File: src/rtl/uart_line_pkg.sv
package uart_line_pkg;

    localparam int unsigned OSR    = 16;
    localparam int unsigned SUB_W  = $clog2(OSR);
    localparam int unsigned CTRL_W = 10;
    localparam int unsigned DIV_W  = 10;
    localparam int unsigned BYTE_W = 8;
    localparam int unsigned CNT_W  = $clog2(BYTE_W);

    // control word bit positions
    localparam int unsigned CB_TX_ON  = 0;
    localparam int unsigned CB_RX_ON  = 1;
    localparam int unsigned CB_WIDE   = 2;
    localparam int unsigned CB_TWO_SB = 3;
    localparam int unsigned CB_PAR_ON = 4;
    localparam int unsigned CB_ODD    = 5;
    localparam int unsigned CB_BREAK  = 9;

    // status byte bit positions
    localparam int unsigned SB_CTS  = 4;
    localparam int unsigned SB_PEND = 5;

    typedef struct packed {
        logic brk;
        logic odd;
        logic par_on;
        logic two_sb;
        logic wide;
        logic rx_on;
        logic tx_on;
    } line_cfg_t;

    typedef enum logic [2:0] {
        PH_IDLE,
        PH_START,
        PH_DATA,
        PH_PAR,
        PH_STOP
    } frame_ph_t;

    typedef struct packed {
        logic              frame_err;
        logic              par_err;
        logic [BYTE_W-1:0] data;
    } rx_word_t;

    function automatic line_cfg_t decode_ctrl(input logic [CTRL_W-1:0] w);
        line_cfg_t c;
        c.tx_on  = w[CB_TX_ON];
        c.rx_on  = w[CB_RX_ON];
        c.wide   = w[CB_WIDE];
        c.two_sb = w[CB_TWO_SB];
        c.par_on = w[CB_PAR_ON];
        c.odd    = w[CB_ODD];
        c.brk    = w[CB_BREAK];
        return c;
    endfunction

    // parity bit value over the active data bits
    function automatic logic par_bit(input logic [BYTE_W-1:0] d, input logic wide,
                                     input logic odd);
        logic [BYTE_W-1:0] m;
        m = wide ? d : {1'b0, d[BYTE_W-2:0]};
        return (^m) ^ odd;
    endfunction

    function automatic logic [CNT_W-1:0] last_idx(input logic wide);
        return wide ? CNT_W'(BYTE_W - 1) : CNT_W'(BYTE_W - 2);
    endfunction

endpackage

File: src/rtl/uart_baud_gen.sv
module uart_baud_gen
    import uart_line_pkg::*;
#(
    parameter int unsigned CLK_HZ    = 24_000_000,
    parameter int unsigned BASE_BAUD = 921_600,
    parameter int unsigned DIV_INIT  = 7
) (
    input  logic             clk,
    input  logic             rst,
    input  logic             div_wr,
    input  logic [DIV_W-1:0] div_data,
    output logic             os_tick,
    output logic             div_pend
);
    localparam int unsigned STEP  = BASE_BAUD * OSR;
    localparam int unsigned ACC_W = $clog2(CLK_HZ) + 1;
    localparam logic [ACC_W-1:0] STEP_V = ACC_W'(STEP);
    localparam logic [ACC_W-1:0] MOD_V  = ACC_W'(CLK_HZ);

    logic [ACC_W-1:0] acc, sum;
    logic             base_tick;
    logic [DIV_W-1:0] cnt, act_div, shd_div;

    assign sum       = acc + STEP_V;
    assign base_tick = (sum >= MOD_V);
    assign os_tick   = base_tick && (cnt == act_div);

    always_ff @(posedge clk) begin
        if (rst) begin
            acc      <= '0;
            cnt      <= '0;
            act_div  <= DIV_W'(DIV_INIT);
            shd_div  <= DIV_W'(DIV_INIT);
            div_pend <= 1'b0;
        end else begin
            acc <= base_tick ? (sum - MOD_V) : sum;
            if (base_tick) begin
                if (cnt == act_div) begin
                    cnt <= '0;
                    if (div_pend) begin
                        act_div  <= shd_div;
                        div_pend <= 1'b0;
                    end
                end else begin
                    cnt <= cnt + 1'b1;
                end
            end
            if (div_wr) begin
                shd_div  <= div_data;
                div_pend <= 1'b1;
            end
        end
    end


    pend_set_chk: assert property (@(posedge clk) disable iff (rst)
        div_wr |=> div_pend);

endmodule

File: src/rtl/uart_tx_ser.sv
module uart_tx_ser
    import uart_line_pkg::*;
(
    input  logic              clk,
    input  logic              rst,
    input  logic              os_tick,
    input  logic              tx_on,
    input  logic              brk,
    input  logic              wide,
    input  logic              two_sb,
    input  logic              par_on,
    input  logic              odd,
    input  logic              tx_valid,
    input  logic [BYTE_W-1:0] tx_data,
    output logic              tx_ready,
    output logic              txd
);
    localparam logic [SUB_W-1:0] SUB_LAST = SUB_W'(OSR - 1);

    frame_ph_t         ph;
    logic [SUB_W-1:0]  sub;
    logic [CNT_W-1:0]  bitn;
    logic [BYTE_W-1:0] sh;
    logic              par_q;
    logic              take;
    logic              line_now;

    assign tx_ready = (ph == PH_IDLE) && tx_on;
    assign take     = tx_valid && tx_ready;

    always_comb begin
        case (ph)
            PH_IDLE:  line_now = !take;
            PH_START: line_now = 1'b0;
            PH_DATA:  line_now = sh[0];
            PH_PAR:   line_now = par_q;
            default:  line_now = 1'b1;
        endcase
    end

    always_ff @(posedge clk) begin
        if (rst) begin
            ph    <= PH_IDLE;
            sub   <= '0;
            bitn  <= '0;
            sh    <= '0;
            par_q <= 1'b0;
            txd   <= 1'b1;
        end else begin
            txd <= brk ? 1'b0 : line_now;
            if (ph == PH_IDLE) begin
                if (take) begin
                    sh    <= tx_data;
                    par_q <= par_bit(tx_data, wide, odd);
                    sub   <= '0;
                    ph    <= PH_START;
                end
            end else if (os_tick) begin
                sub <= sub + 1'b1;
                if (sub == SUB_LAST) begin
                    case (ph)
                        PH_START: begin
                            ph   <= PH_DATA;
                            bitn <= '0;
                        end
                        PH_DATA: begin
                            sh   <= sh >> 1;
                            bitn <= bitn + 1'b1;
                            if (bitn == last_idx(wide)) begin
                                bitn <= '0;
                                ph   <= par_on ? PH_PAR : PH_STOP;
                            end
                        end
                        PH_PAR: begin
                            ph   <= PH_STOP;
                            bitn <= '0;
                        end
                        PH_STOP: begin
                            if (two_sb && bitn == '0) bitn <= 1'b1;
                            else                      ph   <= PH_IDLE;
                        end
                        default: ph <= PH_IDLE;
                    endcase
                end
            end
        end
    end


    start_low_chk: assert property (@(posedge clk) disable iff (rst)
        (take && !brk) |=> !txd);


    idle_high_chk: assert property (@(posedge clk) disable iff (rst)
        (ph == PH_IDLE && !tx_valid && !brk) |=> txd);


    break_low_chk: assert property (@(posedge clk) disable iff (rst)
        brk |=> !txd);

endmodule

File: src/rtl/uart_rx_deser.sv
module uart_rx_deser
    import uart_line_pkg::*;
(
    input  logic     clk,
    input  logic     rst,
    input  logic     os_tick,
    input  logic     rx_on,
    input  logic     wide,
    input  logic     two_sb,
    input  logic     par_on,
    input  logic     odd,
    input  logic     rxd,
    output logic     rx_valid,
    output rx_word_t rx_word
);
    localparam logic [SUB_W-1:0] SUB_MID  = SUB_W'(OSR / 2 - 1);
    localparam logic [SUB_W-1:0] SUB_LAST = SUB_W'(OSR - 1);

    logic              s1, s2;
    frame_ph_t         ph;
    logic [SUB_W-1:0]  sub;
    logic [CNT_W-1:0]  bitn;
    logic [BYTE_W-1:0] sh;
    logic              pe, fe;
    logic              fe_now;

    assign fe_now = fe | !s2;

    always_ff @(posedge clk) begin
        if (rst) begin
            s1       <= 1'b1;
            s2       <= 1'b1;
            ph       <= PH_IDLE;
            sub      <= '0;
            bitn     <= '0;
            sh       <= '0;
            pe       <= 1'b0;
            fe       <= 1'b0;
            rx_valid <= 1'b0;
            rx_word  <= '0;
        end else begin
            s1       <= rxd;
            s2       <= s1;
            rx_valid <= 1'b0;
            if (!rx_on) begin
                ph <= PH_IDLE;
            end else if (os_tick) begin
                case (ph)
                    PH_IDLE: begin
                        if (!s2) begin
                            ph  <= PH_START;
                            sub <= '0;
                        end
                    end
                    PH_START: begin
                        if (sub == SUB_MID) begin
                            if (!s2) begin
                                ph   <= PH_DATA;
                                sub  <= '0;
                                bitn <= '0;
                                sh   <= '0;
                                pe   <= 1'b0;
                                fe   <= 1'b0;
                            end else begin
                                ph <= PH_IDLE;
                            end
                        end else begin
                            sub <= sub + 1'b1;
                        end
                    end
                    default: begin
                        if (sub == SUB_LAST) begin
                            sub <= '0;
                            case (ph)
                                PH_DATA: begin
                                    sh[bitn] <= s2;
                                    bitn     <= bitn + 1'b1;
                                    if (bitn == last_idx(wide)) begin
                                        bitn <= '0;
                                        ph   <= par_on ? PH_PAR : PH_STOP;
                                    end
                                end
                                PH_PAR: begin
                                    pe   <= (s2 != par_bit(sh, wide, odd));
                                    bitn <= '0;
                                    ph   <= PH_STOP;
                                end
                                default: begin
                                    if (two_sb && bitn == '0) begin
                                        fe   <= fe_now;
                                        bitn <= 1'b1;
                                    end else begin
                                        rx_valid <= 1'b1;
                                        rx_word  <= {fe_now, pe, sh};
                                        ph       <= PH_IDLE;
                                    end
                                end
                            endcase
                        end else begin
                            sub <= sub + 1'b1;
                        end
                    end
                endcase
            end
        end
    end


    rx_pulse_chk: assert property (@(posedge clk) disable iff (rst)
        rx_valid |=> !rx_valid);


    rx_off_chk: assert property (@(posedge clk) disable iff (rst)
        !rx_on |=> !rx_valid);

endmodule

File: src/rtl/uart_line_engine.sv
module uart_line_engine
    import uart_line_pkg::*;
#(
    parameter int unsigned CLK_HZ    = 24_000_000,
    parameter int unsigned BASE_BAUD = 921_600,
    parameter int unsigned DIV_INIT  = 7
) (
    input  logic              clk,
    input  logic              rst,
    input  logic [CTRL_W-1:0] line_ctrl,
    input  logic              div_wr,
    input  logic [DIV_W-1:0]  div_value,
    input  logic              tx_valid,
    input  logic [BYTE_W-1:0] tx_data,
    output logic              tx_ready,
    output logic              txd,
    input  logic              rxd,
    input  logic              cts_in,
    output logic              rx_valid,
    output logic [9:0]        rx_word,
    output logic [7:0]        status
);
    line_cfg_t cfg;
    logic      os_tick;
    logic      div_pend;
    logic      cts_q1, cts_q2;
    rx_word_t  rx_w;
    logic      unused_ctrl_bits;

    assign cfg              = decode_ctrl(line_ctrl);
    assign unused_ctrl_bits = ^line_ctrl[8:6];

    always_ff @(posedge clk) begin
        if (rst) begin
            cts_q1 <= 1'b0;
            cts_q2 <= 1'b0;
        end else begin
            cts_q1 <= cts_in;
            cts_q2 <= cts_q1;
        end
    end

    always_comb begin
        status          = '0;
        status[SB_CTS]  = cts_q2;
        status[SB_PEND] = div_pend;
    end

    uart_baud_gen #(
        .CLK_HZ   (CLK_HZ),
        .BASE_BAUD(BASE_BAUD),
        .DIV_INIT (DIV_INIT)
    ) u_baud (
        .clk     (clk),
        .rst     (rst),
        .div_wr  (div_wr),
        .div_data(div_value),
        .os_tick (os_tick),
        .div_pend(div_pend)
    );

    uart_tx_ser u_tx (
        .clk     (clk),
        .rst     (rst),
        .os_tick (os_tick),
        .tx_on   (cfg.tx_on),
        .brk     (cfg.brk),
        .wide    (cfg.wide),
        .two_sb  (cfg.two_sb),
        .par_on  (cfg.par_on),
        .odd     (cfg.odd),
        .tx_valid(tx_valid),
        .tx_data (tx_data),
        .tx_ready(tx_ready),
        .txd     (txd)
    );

    uart_rx_deser u_rx (
        .clk     (clk),
        .rst     (rst),
        .os_tick (os_tick),
        .rx_on   (cfg.rx_on),
        .wide    (cfg.wide),
        .two_sb  (cfg.two_sb),
        .par_on  (cfg.par_on),
        .odd     (cfg.odd),
        .rxd     (rxd),
        .rx_valid(rx_valid),
        .rx_word (rx_w)
    );

    assign rx_word = rx_w;


    status_spare_chk: assert property (@(posedge clk) disable iff (rst)
        (status[3:0] == 4'h0) && (status[7:6] == 2'b00));

endmodule

File: config.mk
export PLATFORM = sky130hd
export DESIGN_NAME = uart_line_engine
export DESIGN_NICKNAME = d
export VERILOG_FILES = /design/src/rtl/uart_line_pkg.sv /design/src/rtl/uart_baud_gen.sv /design/src/rtl/uart_tx_ser.sv /design/src/rtl/uart_rx_deser.sv /design/src/rtl/uart_line_engine.sv
export SDC_FILE = /design/constraint.sdc
export NUM_CORES = 1
export LEC_CHECK = 0
export ABC_AREA = 1
export BUFFER_PORTS_ARGS = -buffer_cell sky130_fd_sc_hd__buf_4
export CORE_MARGIN = 8
export CORE_UTILIZATION = 55
export CTS_BUF_LIST = sky130_fd_sc_hd__clkbuf_8
export CTS_CLUSTER_DIAMETER = 60
export DETAILED_ROUTE_END_ITERATION = 8
export GPL_ROUTABILITY_DRIVEN = 0
export PLACE_DENSITY = 0.75
export SKIP_LAST_GASP = 1
export SYNTH_ARGS = -nofsm -noshare
export SYNTH_HDL_FRONTEND = slang
export SYNTH_HIERARCHICAL = 1
export SYNTH_SLANG_ARGS = --single-unit
export TNS_END_PERCENT = 100
File: constraint.sdc
create_clock -name clk -period 7.4 [get_ports clk]
set_input_delay 1.48 -clock clk [delete_from_list [all_inputs] [get_ports clk]]
set_output_delay 1.48 -clock clk [all_outputs]
set_load 0.1 [all_outputs]
# --- Yosys cells after proc, flatten, opt, wreduce, memory -nomap -nowiden ---
# Index checks and enable logic that the tools add are counted.
classes:
  n_addsub: 7
  magnitude_cmp: 3
  n_eq_ne: 24
  muxes: 66
  n_bitwise: 11
  n_reduce_logical: 45
op_table:
  columns: ["cell", "count"]
  rows:
  - ["2-to-1 mux 8 bit", 11]
  - ["2-to-1 mux 3 bit", 19]
  - ["adder 26 x 24 -> 26 bit (second input constant)", 1]
  - [">= comparator 26 x 25 -> 1 bit (second input constant)", 1]
  - ["2-to-1 mux 26 bit", 1]
  - ["subtractor 26 x 25 -> 26 bit (second input constant)", 1]
  - ["2-to-1 mux 4 bit", 6]
  - ["one-hot mux 3 bit (2 select lines)", 4]
  - ["AND reduction 7 bit", 3]
  - ["nonzero test 2 bit", 9]
  - ["one-hot mux 8 bit (2 select lines)", 1]
  - ["parity 8 bit", 2]
  - ["2-to-1 mux 1 bit", 14]
  - ["== test 3 x 2 -> 1 bit (second input constant)", 4]
  - ["zero test 3 bit", 4]
  - ["one-hot mux 3 bit (4 select lines)", 1]
  - ["AND reduction 6 bit", 2]
  - ["adder 10 x 1 -> 10 bit (second input constant)", 1]
  - ["== test 10 bit", 1]
  - ["2-to-1 mux 10 bit", 1]
  - ["AND reduction 5 bit", 2]
  - ["one-hot mux 3 bit (3 select lines)", 1]
  - ["adder 4 x 1 -> 4 bit (second input constant)", 2]
  - ["bitwise mux 8 bit", 1]
  - ["33 further kinds", 63]
word_totals:
  reg_bits: 112
  in_bits: 34
  out_inout_bits: 21
  wordCells: 181

# --- Depth between registers and ports, before layout ---
depth:
  depth_word: 8
  mapped_depth: 24
  depth_no_buf: 23

# --- Modules after synthesis ---
# Netlist, hierarchy kept.
by_module_without_submodules:
  columns: ["mod", "instances", "cells_each", "area_each_um2", "seq_area_each_um2"]
  rows:
  - ["uart_baud_gen", 1, 411, 2690.1, 960.9]
  - ["uart_rx_deser", 1, 285, 1944.4, 660.6]
  - ["uart_tx_ser", 1, 201, 1337.5, 400.4]
  - ["uart_line_engine", 1, 15, 118.9, 40.0]

# --- Worst setup path before layout ---
# Ideal clock, no wire load.
synth_timing:
  path_kind: "input port to output port"
  start: "input line_ctrl[0]"
  end: "output tx_ready"
  arrival_time_ns: 1.928
  t_required_ns: 5.920
  slack_ns: 3.992
  stages: 2
  path_buffers: 0
  cell_sequence: "inv_1 -> nor2_8"
synth_via:
  elab_chain_cells: 1
synth_rtl:
  columns: ["item", "line_no", "text"]
  rows:
  - ["from (decl)", "uart_line_engine.sv:10", "input logic [CTRL_W-1:0] line_ctrl,"]
  - ["logical AND 1 bit", "uart_tx_ser.sv:28", "assign tx_ready = (ph == PH_IDLE) && tx_on;"]
  - ["to (decl)", "uart_line_engine.sv:15", "output logic tx_ready,"]
# Every way passes these cells.

# --- Worst setup path after layout ---
# Same ends and word-level chain as after synthesis.

==> run metrics <==
status=completed; DR vias=around 5.5k; Pint=0.001025 W; Cells after DPL=~1.1k; Post-Route WL=~12000 um; RSZ-0062 raised after global routing=false; Row Count=38; Syn Inst Count=912; cell family with most CP delay=buffers and inverters; Worst Path Buf+Inv=3; Setup CP Type=input port to primary output; largest net degree at the start of global routing=54; Tightest Pin Transition=just over 1 ns; Clk Latency, worst-skew pair=0.36 ns; Crit. Startpoint=line_ctrl[0]; htree depth=3; GRT Overall Usage=between 10% and 20%; Core Footprint=~0.011 mm^2; final setup fails=0; CTS buffer count=9; Tmin final=3.564 ns; Worst EP required=5.92 ns; Initial Utilization=56.19%; Hold Path Class=flop to flop; most frequent cells in the layout=nand2_1, inv_1, dfxtp_1, nor2_1, nand3_1; Setup crit end=tx_ready; Final period util=between 40% and 50%; peak supply drop=between 200 and 250 uV; CTS root buffer=clkbuf_8; CP Launch Type=input port; FMAX=280.6 MHz; CP arrival=around 2.1 ns; most common cell after layout, fill and taps aside=nand2_1; clock skew=0.008825 ns; top_reg_cell synth=dfxtp_1; peak fanout along the critical path=2; reg2reg end=u_rx/rx_word[5]; Worst R2R Setup Slack=approximately 3.9 ns; most used cell, CP=buf_4; Post-synth ARST share=0%; cts hold-fix bufs=0; DRC Markers=0; critical-path cell list=buf_4, inv_1, nor2_8, buf_4; Clock power frac=between 10% and 20%; worst relative slew slack=31.94%; critical path's largest stage delay=0.30 ns; CP Depth=4; Leak=2.994 nW; library cells used by synthesis=47; CTS max path bufs=2; number of synthesized flops with an enable pin=0; Area Growth Syn to Fin=8.094%; sequential share of power=around 38%; Finished Layout Cells=roughly 1.1k; Comb pwr share=42.4%; die footprint=between 0.01 and 0.015 mm^2; number of filler cells placed in the layout=between 1k and 1.5k; die width=~120 um; Die Height=~120 um; vias in the first global route=5058; clock slew at reported path FFs=roughly 0.090 ns; Net count, final=a little under 1k; Cell Area, Synth=roughly 0.006 mm^2; Detail Route Antenna Nets=0; GRT overflow=0; vias per cell=just over 5; post-CTS setup buffers=0; Critical Path End Type=primary output; R2R cell count=19; Slew Viols, Final=0; Synth Register Bits=between 100 and 150; # port buffers=between 40 and 50; # Max-Cap Violations=0; clk sinks=just over 100; Resize count post-CTS=0; number of antenna violations at the first check in global routing=0; final core occ=about three fifths; layout cell share with drive strength beyond 1=between 10% and 20%; R2R Path Start=u_baud/acc[16]; number of diodes=0; CTS tree=yes; first-pass GRT wire length=around 22000 um; NetSw=0.0007802 W; Pwr Density=274.1 mW/mm^2; Slowest-stage cell, CP=buf_4; Hold Fails Final Rpt=0; Ports=55; yosys warns=6; switch share=around 43%; drt initial violations=~330; Total Neg Setup Slack=0 ns; sequential share of the synthesized area=about a third; number of iterations in the first detailed-routing pass=4; routed len/inst=roughly 12 um; DP HPWL=9078 um; Mean Syn Cell Area=between 6 and 7 um^2
## through the flow
stage                     setup WS (ns)  cell area (um^2)  hold slack, ns  power (W)
after floorplan                   3.992              6110          0.3883   0.001384
after global placement            3.834              6386          0.3917   0.001446
after detailed placement          3.831              6386          0.3928   0.001459
after CTS                         3.831              6584          0.4089   0.001820
after global routing              3.489              6584          0.4404   0.001953
final                             3.836              6584          0.4088   0.001805
## metal layers
layer  vias to the layer above  GRT usage, %  wire (um)  share of wire, %
met5                         -             0          0                 0
met4                         0         5.089        161               1.3
met3                        13         3.211        354               2.8
met2                        56         29.81       5838                47
met1                      2433         22.50       6098                49
li1                       2958             -          -                 -
## cells in the mapped netlist, types with 2 or more instances
cell type	n	area share [%]
ha_1	11	2.3
nor2_2	5	0.51
nor2_4	3	0.55
nand2_2	7	0.72
nand2_1	235	14
buf_8	3	0.74
nand4_1	18	1.8
buf_4	13	1.6
or2_2	2	0.21
o21ai_2	2	0.29
dfxtp_1	103	34
nor2_1	96	5.9
buf_6	2	0.37
xnor2_1	8	1.2
nand2_4	8	1.5
xor2_1	14	2.0
nand3_2	10	1.6
nand2_8	2	0.66
buf_1	2	0.12
nand3_1	71	5.8
nor4_1	3	0.31
nand3b_1	2	0.25
inv_4	3	0.31
nor3_1	17	1.4
buf_2	6	0.49
a31oi_1	2	0.21
a211oi_1	3	0.37
o21ai_1	8	0.66
clkbuf_1	9	0.55
a21oi_2	9	1.3
inv_2	6	0.37
inv_1	108	6.7
a21oi_1	70	5.8
o21ai_0	38	3.1
## power groups by stage
stage | clock network (W) | registers (W) | logic, W
floorplan | 0 | 0.000684 | 0.000700
detailed placement | 0 | 0.000695 | 0.000764
global route | 0.000388 | 0.000694 | 0.000871
CTS | 0.000369 | 0.000683 | 0.000769
global placement | 0 | 0.000693 | 0.000754
finish | 0.000355 | 0.000683 | 0.000766
## flip-flops by register name, summed over array words and instances, names as in the netlist, 4 cells and up
signal	flops
u_baud/acc	17
u_baud/act_div	10
u_baud/cnt	10
u_baud/shd_div	10
u_rx/rx_word	10
u_rx/sh	8
u_rx/sub	4
u_tx/sh	8
u_tx/sub	4
## tightest hold or removal path, delay by kind of cell, from the launching register on
kind	cells	cell delay [ns]
buffers and inverters	1	0.04
flip-flops	1	0.31
AND/OR/NAND/NOR	1	0.03
## cell type report
type / count / area, um^2 / area share (%)
clock inverter: 4 / 46.29 / 0.7032
sequential: 103 / 2062 / 31.32
timing repair buffer: 45 / 337.8 / 5.131
clock buffer: 11 / 151.4 / 2.300
inverter: 118 / 450.4 / 6.842
tap: 140 / 175.2 / 2.661
multi-input combinational: 661 / 3361 / 51.05
## worst min-delay path by stage
stage,cells after the start,endpoint,start,slack [ns]
detailed placement,1,u_rx/s2,u_rx/s1,0.39
floorplan,2,cts_q2,cts_q1,0.39
global placement,1,u_rx/s2,u_rx/s1,0.39
finish,2,cts_q2,cts_q1,0.41
CTS,2,cts_q2,cts_q1,0.41
global route,2,cts_q2,cts_q1,0.44
## logic make-up after synthesis
logic type	after synthesis	share of synthesized area [%]
other cells	1	0.06157
flops	103	33.85
fa+ha+maj	11	2.260
buf+inv	153	11.28
simple gates	485	36.89
xor+xnor	22	3.164
compound gates	137	12.49
(Power assumes the default switching activity.)
